===== config.mk =====
export PLATFORM = sky130hd
export DESIGN_NAME = hps_power_seq
export DESIGN_NICKNAME = d
export VERILOG_FILES = /design/src/rtl/hps_pkg.sv /design/src/rtl/hps_halt_decide.sv /design/src/rtl/hps_wake_qual.sv /design/src/rtl/hps_settle_ctr.sv /design/src/rtl/hps_power_seq.sv
export SDC_FILE = /design/constraint.sdc
export NUM_CORES = 1
export LEC_CHECK = 0
export ABC_AREA = 1
export BUFFER_PORTS_ARGS = -buffer_cell sky130_fd_sc_hd__buf_2
export CAP_MARGIN = 10
export CORE_ASPECT_RATIO = 1.2
export CORE_MARGIN = 1
export CORE_UTILIZATION = 55
export CTS_CLUSTER_SIZE = 10
export DETAILED_ROUTE_END_ITERATION = 10
export PLACE_DENSITY = 0.79
export SLEW_MARGIN = 5
export SYNTH_ARGS = -nofsm -noshare
export SYNTH_HDL_FRONTEND = slang
export SYNTH_SLANG_ARGS = --single-unit

===== constraint.sdc =====
create_clock -name clk -period 3.5 [get_ports clk]
set_input_delay 0.7 -clock clk [delete_from_list [all_inputs] [get_ports clk]]
set_output_delay 0.7 -clock clk [all_outputs]
set_load 0.005 [all_outputs]

===== src/rtl/hps_pkg.sv =====
package hps_pkg;

   typedef enum logic [2:0] {
      ST_RUN      = 3'd0,
      ST_HALT     = 3'd1,
      ST_AHALT    = 3'd2,
      ST_SETTLE   = 3'd3,
      ST_DISPATCH = 3'd4
   } hps_state_e;

   typedef enum logic [1:0] {
      DEC_NONE   = 2'd0,
      DEC_FULL   = 2'd1,
      DEC_ACTIVE = 2'd2,
      DEC_WDGRST = 2'd3
   } hps_dec_e;

   typedef enum logic {
      SRC_RESET = 1'b0,
      SRC_IRQ   = 1'b1
   } hps_src_e;

endpackage


===== src/rtl/hps_halt_decide.sv =====
module hps_halt_decide
   import hps_pkg::*;
(
   input  logic     halt_go,
   input  logic     osc_irq_en,
   input  logic     wdg_en,
   input  logic     wdg_halt_opt,
   output hps_dec_e decision
);

   always_comb begin
      if (!halt_go)
         decision = DEC_NONE;
      else if (osc_irq_en)
         decision = DEC_ACTIVE;          // timebase keeps running, no watchdog reset
      else if (wdg_en && !wdg_halt_opt)
         decision = DEC_WDGRST;          // halt not compatible with running watchdog
      else
         decision = DEC_FULL;
   end

endmodule


===== src/rtl/hps_wake_qual.sv =====
module hps_wake_qual #(
   parameter int unsigned NUM_IRQ = 4
) (
   input  logic               wake_rst,
   input  logic [NUM_IRQ-1:0] irq_pend,
   input  logic [NUM_IRQ-1:0] irq_exit_cap,
   input  logic               osc_tick_irq,
   input  logic               tick_allowed,
   output logic               wake_any,
   output logic               wake_is_rst
);

   logic [NUM_IRQ-1:0] line_ok;

   for (genvar i = 0; i < NUM_IRQ; i++) begin : g_line
      assign line_ok[i] = irq_pend[i] & irq_exit_cap[i];
   end

   logic irq_wake;
   assign irq_wake    = (|line_ok) | (osc_tick_irq & tick_allowed);
   assign wake_is_rst = wake_rst;
   assign wake_any    = wake_rst | irq_wake;

endmodule


===== src/rtl/hps_settle_ctr.sv =====
module hps_settle_ctr #(
   parameter int unsigned SETTLE_CYCLES = 4096
) (
   input  logic clk,
   input  logic rst_n,
   input  logic clear,
   input  logic run,
   output logic done
);

   localparam int unsigned CW   = (SETTLE_CYCLES > 1) ? $clog2(SETTLE_CYCLES) : 1;
   localparam logic [CW-1:0] LAST = CW'(SETTLE_CYCLES - 1);
   localparam bit POW2 = ((1 << CW) == SETTLE_CYCLES);

   if (SETTLE_CYCLES < 2) begin : g_bad_len
      $error("SETTLE_CYCLES must be at least 2");
   end

   logic [CW-1:0] cnt_q;

   always_ff @(posedge clk or negedge rst_n) begin
      if (!rst_n)
         cnt_q <= '0;
      else if (clear)
         cnt_q <= '0;
      else if (run && !done)
         cnt_q <= cnt_q + 1'b1;
   end

   if (POW2) begin : g_pow2
      assign done = &cnt_q;
   end else begin : g_cmp
      assign done = (cnt_q == LAST);
   end

   // the count never exceeds the last slot of the window
   p_cnt_range_r7: assert property (@(posedge clk) disable iff (!rst_n)
      cnt_q <= LAST);

   // a clear always restarts at zero
   p_clear_zero_r7: assert property (@(posedge clk) disable iff (!rst_n)
      clear |=> (cnt_q == '0));

endmodule


===== src/rtl/hps_power_seq.sv =====
module hps_power_seq
   import hps_pkg::*;
#(
   parameter int unsigned SETTLE_CYCLES = 4096,
   parameter int unsigned NUM_IRQ       = 4
) (
   input  logic               clk,
   input  logic               rst_n,
   input  logic               halt_req,
   input  logic               wdg_en,
   input  logic               wdg_halt_opt,
   input  logic               osc_irq_en,
   input  logic               wake_rst,
   input  logic [NUM_IRQ-1:0] irq_pend,
   input  logic [NUM_IRQ-1:0] irq_exit_cap,
   input  logic               osc_tick_irq,
   output logic               osc_on,
   output logic               periph_clk_en,
   output logic               cpu_clk_en,
   output logic               wdg_reset,
   output logic               fetch_rst_vec,
   output logic               serve_irq,
   output logic               push_cc,
   output logic               clr_imask
);

   if (NUM_IRQ < 1) begin : g_bad_irq
      $error("NUM_IRQ must be at least 1");
   end

   hps_state_e state_q;
   hps_src_e   src_q;
   logic       halt_q;
   logic       wdg_rst_q;

   // rising-edge detect on the halt strobe
   logic halt_go;
   always_ff @(posedge clk or negedge rst_n) begin
      if (!rst_n) halt_q <= 1'b0;
      else        halt_q <= halt_req;
   end
   assign halt_go = halt_req & ~halt_q & (state_q == ST_RUN);

   hps_dec_e decision;
   hps_halt_decide u_decide (
      .halt_go      (halt_go),
      .osc_irq_en   (osc_irq_en),
      .wdg_en       (wdg_en),
      .wdg_halt_opt (wdg_halt_opt),
      .decision     (decision)
   );

   logic wake_any, wake_is_rst;
   hps_wake_qual #(.NUM_IRQ(NUM_IRQ)) u_wake (
      .wake_rst     (wake_rst),
      .irq_pend     (irq_pend),
      .irq_exit_cap (irq_exit_cap),
      .osc_tick_irq (osc_tick_irq),
      .tick_allowed (state_q == ST_AHALT),
      .wake_any     (wake_any),
      .wake_is_rst  (wake_is_rst)
   );

   logic halted;
   logic ctr_clear, settle_done;
   assign halted    = (state_q == ST_HALT) || (state_q == ST_AHALT);
   assign ctr_clear = (halted && wake_any) || ((state_q == ST_SETTLE) && wake_rst);

   hps_settle_ctr #(.SETTLE_CYCLES(SETTLE_CYCLES)) u_settle (
      .clk   (clk),
      .rst_n (rst_n),
      .clear (ctr_clear),
      .run   (state_q == ST_SETTLE),
      .done  (settle_done)
   );

   always_ff @(posedge clk or negedge rst_n) begin
      if (!rst_n) begin
         state_q   <= ST_RUN;
         src_q     <= SRC_RESET;
         wdg_rst_q <= 1'b0;
      end else begin
         wdg_rst_q <= (decision == DEC_WDGRST);
         unique case (state_q)
            ST_RUN: begin
               if (decision == DEC_FULL)        state_q <= ST_HALT;
               else if (decision == DEC_ACTIVE) state_q <= ST_AHALT;
            end
            ST_HALT, ST_AHALT: begin
               if (wake_any) begin
                  state_q <= ST_SETTLE;
                  src_q   <= wake_is_rst ? SRC_RESET : SRC_IRQ;
               end
            end
            ST_SETTLE: begin
               if (wake_rst)         src_q   <= SRC_RESET;
               else if (settle_done) state_q <= ST_DISPATCH;
            end
            ST_DISPATCH: state_q <= ST_RUN;
            default:     state_q <= ST_RUN;
         endcase
      end
   end

   logic live;
   assign live          = (state_q == ST_RUN) || (state_q == ST_DISPATCH);
   assign osc_on        = (state_q != ST_HALT);
   assign periph_clk_en = live;
   assign cpu_clk_en    = live;
   assign wdg_reset     = wdg_rst_q;
   assign fetch_rst_vec = (state_q == ST_DISPATCH) && (src_q == SRC_RESET);
   assign serve_irq     = (state_q == ST_DISPATCH) && (src_q == SRC_IRQ);
   assign push_cc       = serve_irq;
   assign clr_imask     = serve_irq;

   p_full_halt_r1: assert property (@(posedge clk) disable iff (!rst_n)
      (decision == DEC_FULL) |=> (!osc_on && !periph_clk_en && !cpu_clk_en));

   p_active_halt_r2: assert property (@(posedge clk) disable iff (!rst_n)
      (decision == DEC_ACTIVE) |=> (osc_on && !cpu_clk_en && !wdg_reset));

   p_wdg_no_halt_r3: assert property (@(posedge clk) disable iff (!rst_n)
      (decision == DEC_WDGRST) |=> (wdg_reset && cpu_clk_en && osc_on));

   p_wdg_pulse_r3: assert property (@(posedge clk) disable iff (!rst_n)
      wdg_reset |=> !wdg_reset);

   p_edge_only_r4: assert property (@(posedge clk) disable iff (!rst_n)
      (halt_req && halt_q) |=> (state_q != ST_HALT || $past(state_q) != ST_RUN));

   p_ignore_r5: assert property (@(posedge clk) disable iff (!rst_n)
      (state_q == ST_HALT && !wake_rst && ((irq_pend & irq_exit_cap) == '0))
      |=> (state_q == ST_HALT));

   p_tick_wake_r6: assert property (@(posedge clk) disable iff (!rst_n)
      (state_q == ST_AHALT && osc_tick_irq) |=> (state_q == ST_SETTLE && osc_on));

   p_gated_until_done_r7: assert property (@(posedge clk) disable iff (!rst_n)
      $rose(cpu_clk_en) |-> $past(settle_done));

   p_rst_priority_r10: assert property (@(posedge clk) disable iff (!rst_n)
      (halted && wake_rst) |=> (state_q == ST_SETTLE && src_q == SRC_RESET));

   p_restart_r11: assert property (@(posedge clk) disable iff (!rst_n)
      (state_q == ST_SETTLE && wake_rst) |=> (state_q == ST_SETTLE && !cpu_clk_en));

   p_one_dispatch_r8: assert property (@(posedge clk) disable iff (!rst_n)
      (fetch_rst_vec || serve_irq) |=> !(fetch_rst_vec || serve_irq));

endmodule


* After elaboration in Yosys (flattened, before gate mapping)
Cells that the tools add are included.
** Word-level totals
- Bits in registers :: 18
- Input bits :: 16
- Output and inout bits :: 8
- Word-level logic and storage cells :: 64
** Operators by class
- Add/sub/neg operators :: 1
- Equality and inequality tests :: 13
- Multiplexer cells :: 15
- Bitwise operators :: 11
- Reduce and logical (&&, ||, !) cells :: 19
** Operators by type and width (count)
- 12-bit 2-to-1 mux :: 2
- 3-bit 2-to-1 mux :: 5
- 12-bit by 1-bit adder with 12-bit output, second input constant :: 1
- 12-bit AND reduction :: 1
- 3-bit case mux with 3 select lines :: 1
- 2-bit != test, second input constant :: 4
- 1-bit AND :: 7
- 3-bit by 2-bit equality test with 1-bit output, second input constant :: 2
- 1-bit logical AND :: 6
- 2-bit 2-to-1 mux :: 3
- 2-bit equality test, second input constant :: 2
- 4-bit AND reduction :: 1
- 2-bit nonzero test :: 2
- 4-bit OR reduction :: 1
- 3-bit by 1-bit equality test with 1-bit output, second input constant :: 1
- 3-bit equality test, second input constant :: 1
- 3-bit zero test :: 1
- 1-bit logical OR :: 3
- 1-bit 2-to-1 mux :: 3
- 3-bit by 1-bit != test with 1-bit output, second input constant :: 1
- 3-bit != test, second input constant :: 1
- 3-bit AND reduction :: 1
- 2-bit by 1-bit equality test with 1-bit output, second input constant :: 1
- 1-bit zero test :: 2
- 4 further kinds :: 6

* Depth between registers and ports, before layout
- Depth in word-level cells :: 9
- Mapped depth :: 13
- Depth with buffers taken out :: 13

* Cells and area by module
From an unflattened synthesis, not the netlist that was laid out.
** Second synthesis, totals
- Cell total of the unflattened synthesis :: 187
- Area total of the unflattened synthesis :: 1333.8 µm²
** By module, submodules not included
- hps_settle_ctr :: times used 1, cells each 114, area an instance 823.3 µm², seq. area each 300.3 µm²
- hps_power_seq :: times used 1, cells each 54, area an instance 430.4 µm², seq. area each 150.1 µm²
- hps_wake_qual :: times used 1, cells each 13, area an instance 52.6 µm², seq. area each 0.0 µm²
- hps_halt_decide :: times used 1, cells each 6, area an instance 27.5 µm², seq. area each 0.0 µm²

* Worst setup path after synthesis
Ideal clock, no wire load.
- Path kind :: register to register
- Start :: register state_q[1]
- End :: register state_q[0]
- Library setup time :: 0.117 ns
- Arrival time :: 1.710 ns
- Required time :: 3.383 ns
- Slack :: 1.673 ns
- Stages on the path, launching flop included :: 14
- Path buffers :: 0
- Period minus slack after synthesis :: 1.827 ns
- Cells stage by stage :: dfrtp_1 > nor2_1 > nand2_1 > inv_1 > nand3b_1 > nor2_1 > inv_1 > ha_1 > nand2_1 > nand2_1 > inv_1 > nand3_2 > nand2_1 > nand2_1
** Between the ends
- Cells in the longest elaborated chain, start to end :: 6
- Elaborated cells on any way between the ends :: 19
- Classes of those cells :: eq/ne: 9; mux: 3; bitwise: 4; reduce/logical: 3
** Ends and longest elaborated chain
- start: declaration :: RTL line hps_power_seq.sv:31 : hps_state_e state_q;
- start signal: assignment :: RTL line hps_power_seq.sv:79 : state_q <= ST_RUN;
- start signal: assignment :: RTL line hps_power_seq.sv:86 : if (decision == DEC_FULL) state_q <= ST_HALT;
- start signal: assignment :: RTL line hps_power_seq.sv:87 : else if (decision == DEC_ACTIVE) state_q <= ST_AHALT;
- 3-bit zero test / 3-bit by 2-bit equality test with 1-bit output (equally long branches) :: RTL line hps_power_seq.sv:42, hps_power_seq.sv:84, hps_power_seq.sv:59
- 1-bit AND, on equally long branches :: RTL line hps_power_seq.sv:42, hps_wake_qual.sv:20
- 2-bit 2-to-1 mux / 1-bit bitwise OR (equally long branches) :: RTL line hps_halt_decide.sv:12, hps_wake_qual.sv:20
- 2-bit by 1-bit equality test with 1-bit output, or another cell as far along :: RTL line hps_power_seq.sv:86
- 3-bit != test (no line), or another cell as far along
- 4-bit AND reduction (no line) / 3-bit case mux with 3 select lines (equally long branches)
Several ways; a longest one is shown, not always the timed one.
A chain may end at the register's enable or synchronous reset.

* Worst setup path after layout
- Start :: register state_q[1]
- End :: output fetch_rst_vec
** Between the ends
- Cells in the longest elaborated chain, start to end :: 2
** Ends and longest elaborated chain
- 3-bit equality test :: RTL line hps_power_seq.sv:111 : assign fetch_rst_vec = (state_q == ST_DISPATCH) && (src_q == SRC_RESET);
- 1-bit logical AND :: RTL line hps_power_seq.sv:111
- end: declaration :: RTL line hps_power_seq.sv:21 : output logic fetch_rst_vec,
No other way between the ends.

==> flow_summary.json <==
{
  "cp_slowest_stage_delay_ps": 460,
  "peakVddDrop_uv": 519,
  "cts_setup_buffers": 0,
  "wl_met1_mm": 1.05,
  "grt_max_degree": 19,
  "ff2ff_setup_slack_ps": 1450,
  "die_w_um": 45.3,
  "setup-tns-final_ps": 0,
  "cts_resized": 0,
  "synth_area_per_cell_um2": 7.21,
  "overflow": 0,
  "finish.utilization_pct": 65.5,
  "cts_sinks": 18,
  "outcome": "finished, final reports clean",
  "num_vias": 1130,
  "grt_pass1_vias": 1070,
  "wl_met2_mm": 1.27,
  "layout_min_cycle_time_ps": 2100,
  "path_max_fanout": 7,
  "rows": 18,
  "slew_violations": 0,
  "synth_top_area_share_pct": 36.3,
  "finalCritPeriodShare_pct": 59.9,
  "clockBufferDepth": 2,
  "hp-class": "in2async",
  "p_leak_uw": 0.000728,
  "syn2layout_area_growth_pct": 10.7,
  "io_buffers": 23,
  "cp.arrival_ps": 1400,
  "slew-limit-headroom_pct": 71.3,
  "coreArea_um2": 2090,
  "postCtsHoldBufs": 0,
  "diodes": 0,
  "drive_gt1_share_pct": 21.8,
  "die_h_um": 54.0,
  "ys_seq_elements": 18,
  "met3WireLength_um": 50,
  "cts_tree": "built",
  "fmax_mhz": 477,
  "cts-htree-levels": 1,
  "wl_per_cell_um": 10.8,
  "p_per_area_nw_per_um2": 603,
  "setup_viol": 0,
  "gp_congestion": 0.822,
  "fin_nets": 213,
  "drc": 0,
  "ys_seq_area_share_pct": 36.3,
  "synth_cell_type_count": 25,
  "dr.first_iter.drc_count": 17,
  "rsz0062_at_grt": "no",
  "crit_required_ps": 2800,
  "ios": 24,
  "routed_via_density": 5.07,
  "worst_pin_slew_ps": 430,
  "clock_latency_ps": 300,
  "grt_pass1_wl_mm": 4.25,
  "syn_nets": 191,
  "hpwl_mm": 1.91,
  "cp-end-kind": "output pin",
  "dieArea_um2": 2450,
  "ys.warnings.count": 0,
  "antenna_found_initial": 0,
  "crit_slowest_cell": "dfrtp_1",
  "path_cells": "nor2_1, inv_1, nor3_1, buf_2",
  "hold_viol_final": 0,
  "grtUsageTotal_pct": 24.0,
  "start_util_pct": 59.2,
  "worstSetupPathType": "reg2out",
  "netlist_instances": 172,
  "root_buffer": "clkbuf_4",
  "synth.top_cells.by_area": "dfrtp_1 (36%), nand2_1 (13%), nor2_1 (7.9%), inv_1 (7.0%), nand3_1 (5.7%)",
  "yosysTopAreaCell": "dfrtp_1",
  "dr.max_layer_used": "met4",
  "start_kind": "register",
  "maxCapViolations": 0,
  "fin_worst_skew_ps": 6.54,
  "ant_nets": 0,
  "netlist_area_um2": 1240,
  "clkTransAtPathRegs_ps": 110,
  "cts_made_buffers": 3,
  "drt-total-wl_mm": 2.42,
  "dr.pass1.iters": 4
}
-- path summary, 6_finish.rpt --
path / start / end / cells after the start
setup / recovery: state_q[1] / fetch_rst_vec / 4
hold / removal: rst_n / u_settle.cnt_q[7] / 1
setup reg to reg: state_q[1] / state_q[0] / 13
hold reg to reg: src_q / src_q / 2
max in group asynchronous: rst_n / u_settle.cnt_q[1] / 1
min in group clk: halt_req / halt_q / 1
-- through the flow --
| stage | area [um2] | worst slack (ps) | hold slack, ps | power [uW] | std cells |
|---|---|---|---|---|---|
| 4_1_cts | 1370 | 1390 | 325 | 833 | 223 |
| 3_5_place_dp | 1340 | 1470 | 528 | 702 | 219 |
| 5_1_grt | 1370 | 1270 | 335 | 904 | 223 |
| 3_3_place_gp | 1340 | 1630 | 519 | 682 | 219 |
| 6_report | 1370 | 1400 | 302 | 828 | 223 |
| 2_1_floorplan | 1240 | 1670 | 404 | 652 | 172 |
-- critical path: cells and delay by family (launching register included) --
kind,cells,cell delay [ps]
buffers and inverters,2,230
and+or+nand+nor,2,410
DFF,1,460
-- cell usage after synthesis --
library cell,n
a21oi_1,3
a21oi_2,1
and3_1,1
buf_4,3
buf_6,3
dfrtp_1,18
ha_1,3
inv_1,23
inv_2,2
nand2_1,44
nand2_2,2
nand2_4,1
nand3_1,14
nand3_2,3
nand3_4,1
nand3b_1,3
nand4_1,7
nor2_1,26
nor2_2,3
nor2_4,2
nor3_1,2
o21ai_0,2
o21ai_1,1
xnor2_1,1
xor2_1,3
-- cells in the final DEF, fill, tap and decap left out, types with 7 or more instances in the layout --
cell type and count:
inv_1 23, dfrtp_1 18, nor2_1 26, nand3_1 14, buf_2 23, nand4_1 7, nand2_1 44
-- layout make-up --
type                            instances  area [um2]
Multi-Input combinational cell        123         639
Fill cell                             195         722
Sequential cell                        18         450
Tap cell                               30        37.5
Timing Repair Buffer                   23         115
Clock buffer                            4        36.3
Inverter                               25        93.8
-- state kept, by name, indices dropped and copies added, names as in the netlist --
signal	count
u_settle.cnt_q	12
state_q	3
halt_q	1
src_q	1
wdg_reset	1
-- report_power, final --
part | internal (uW) | switching [uW] | total, uW
Combinational | 133 | 276 | 409
Clock | 63.5 | 68.6 | 132
Sequential | 242 | 43.6 | 286
-- cells by family after synthesis --
group	count (synthesis)	share of synthesized area, %
AOI/OAI and AO/OA	7	3.13
adders and majority gates	3	3.03
buffers and inverters	31	12.1
DFF	18	36.3
xor gates and xnor gates	4	2.83
and+or+nand+nor	109	42.6
-- layer usage --
| layer | vias up | GRT usage (%) |
|---|---|---|
| met1 | 530 | 29.4 |
| met3 | 5 | 2.01 |
| met5 | - | 0 |
| met2 | 17 | 41.3 |
| met4 | 0 | 12.6 |
| li1 | 578 | - |
Power figures use the tool's default switching activity.
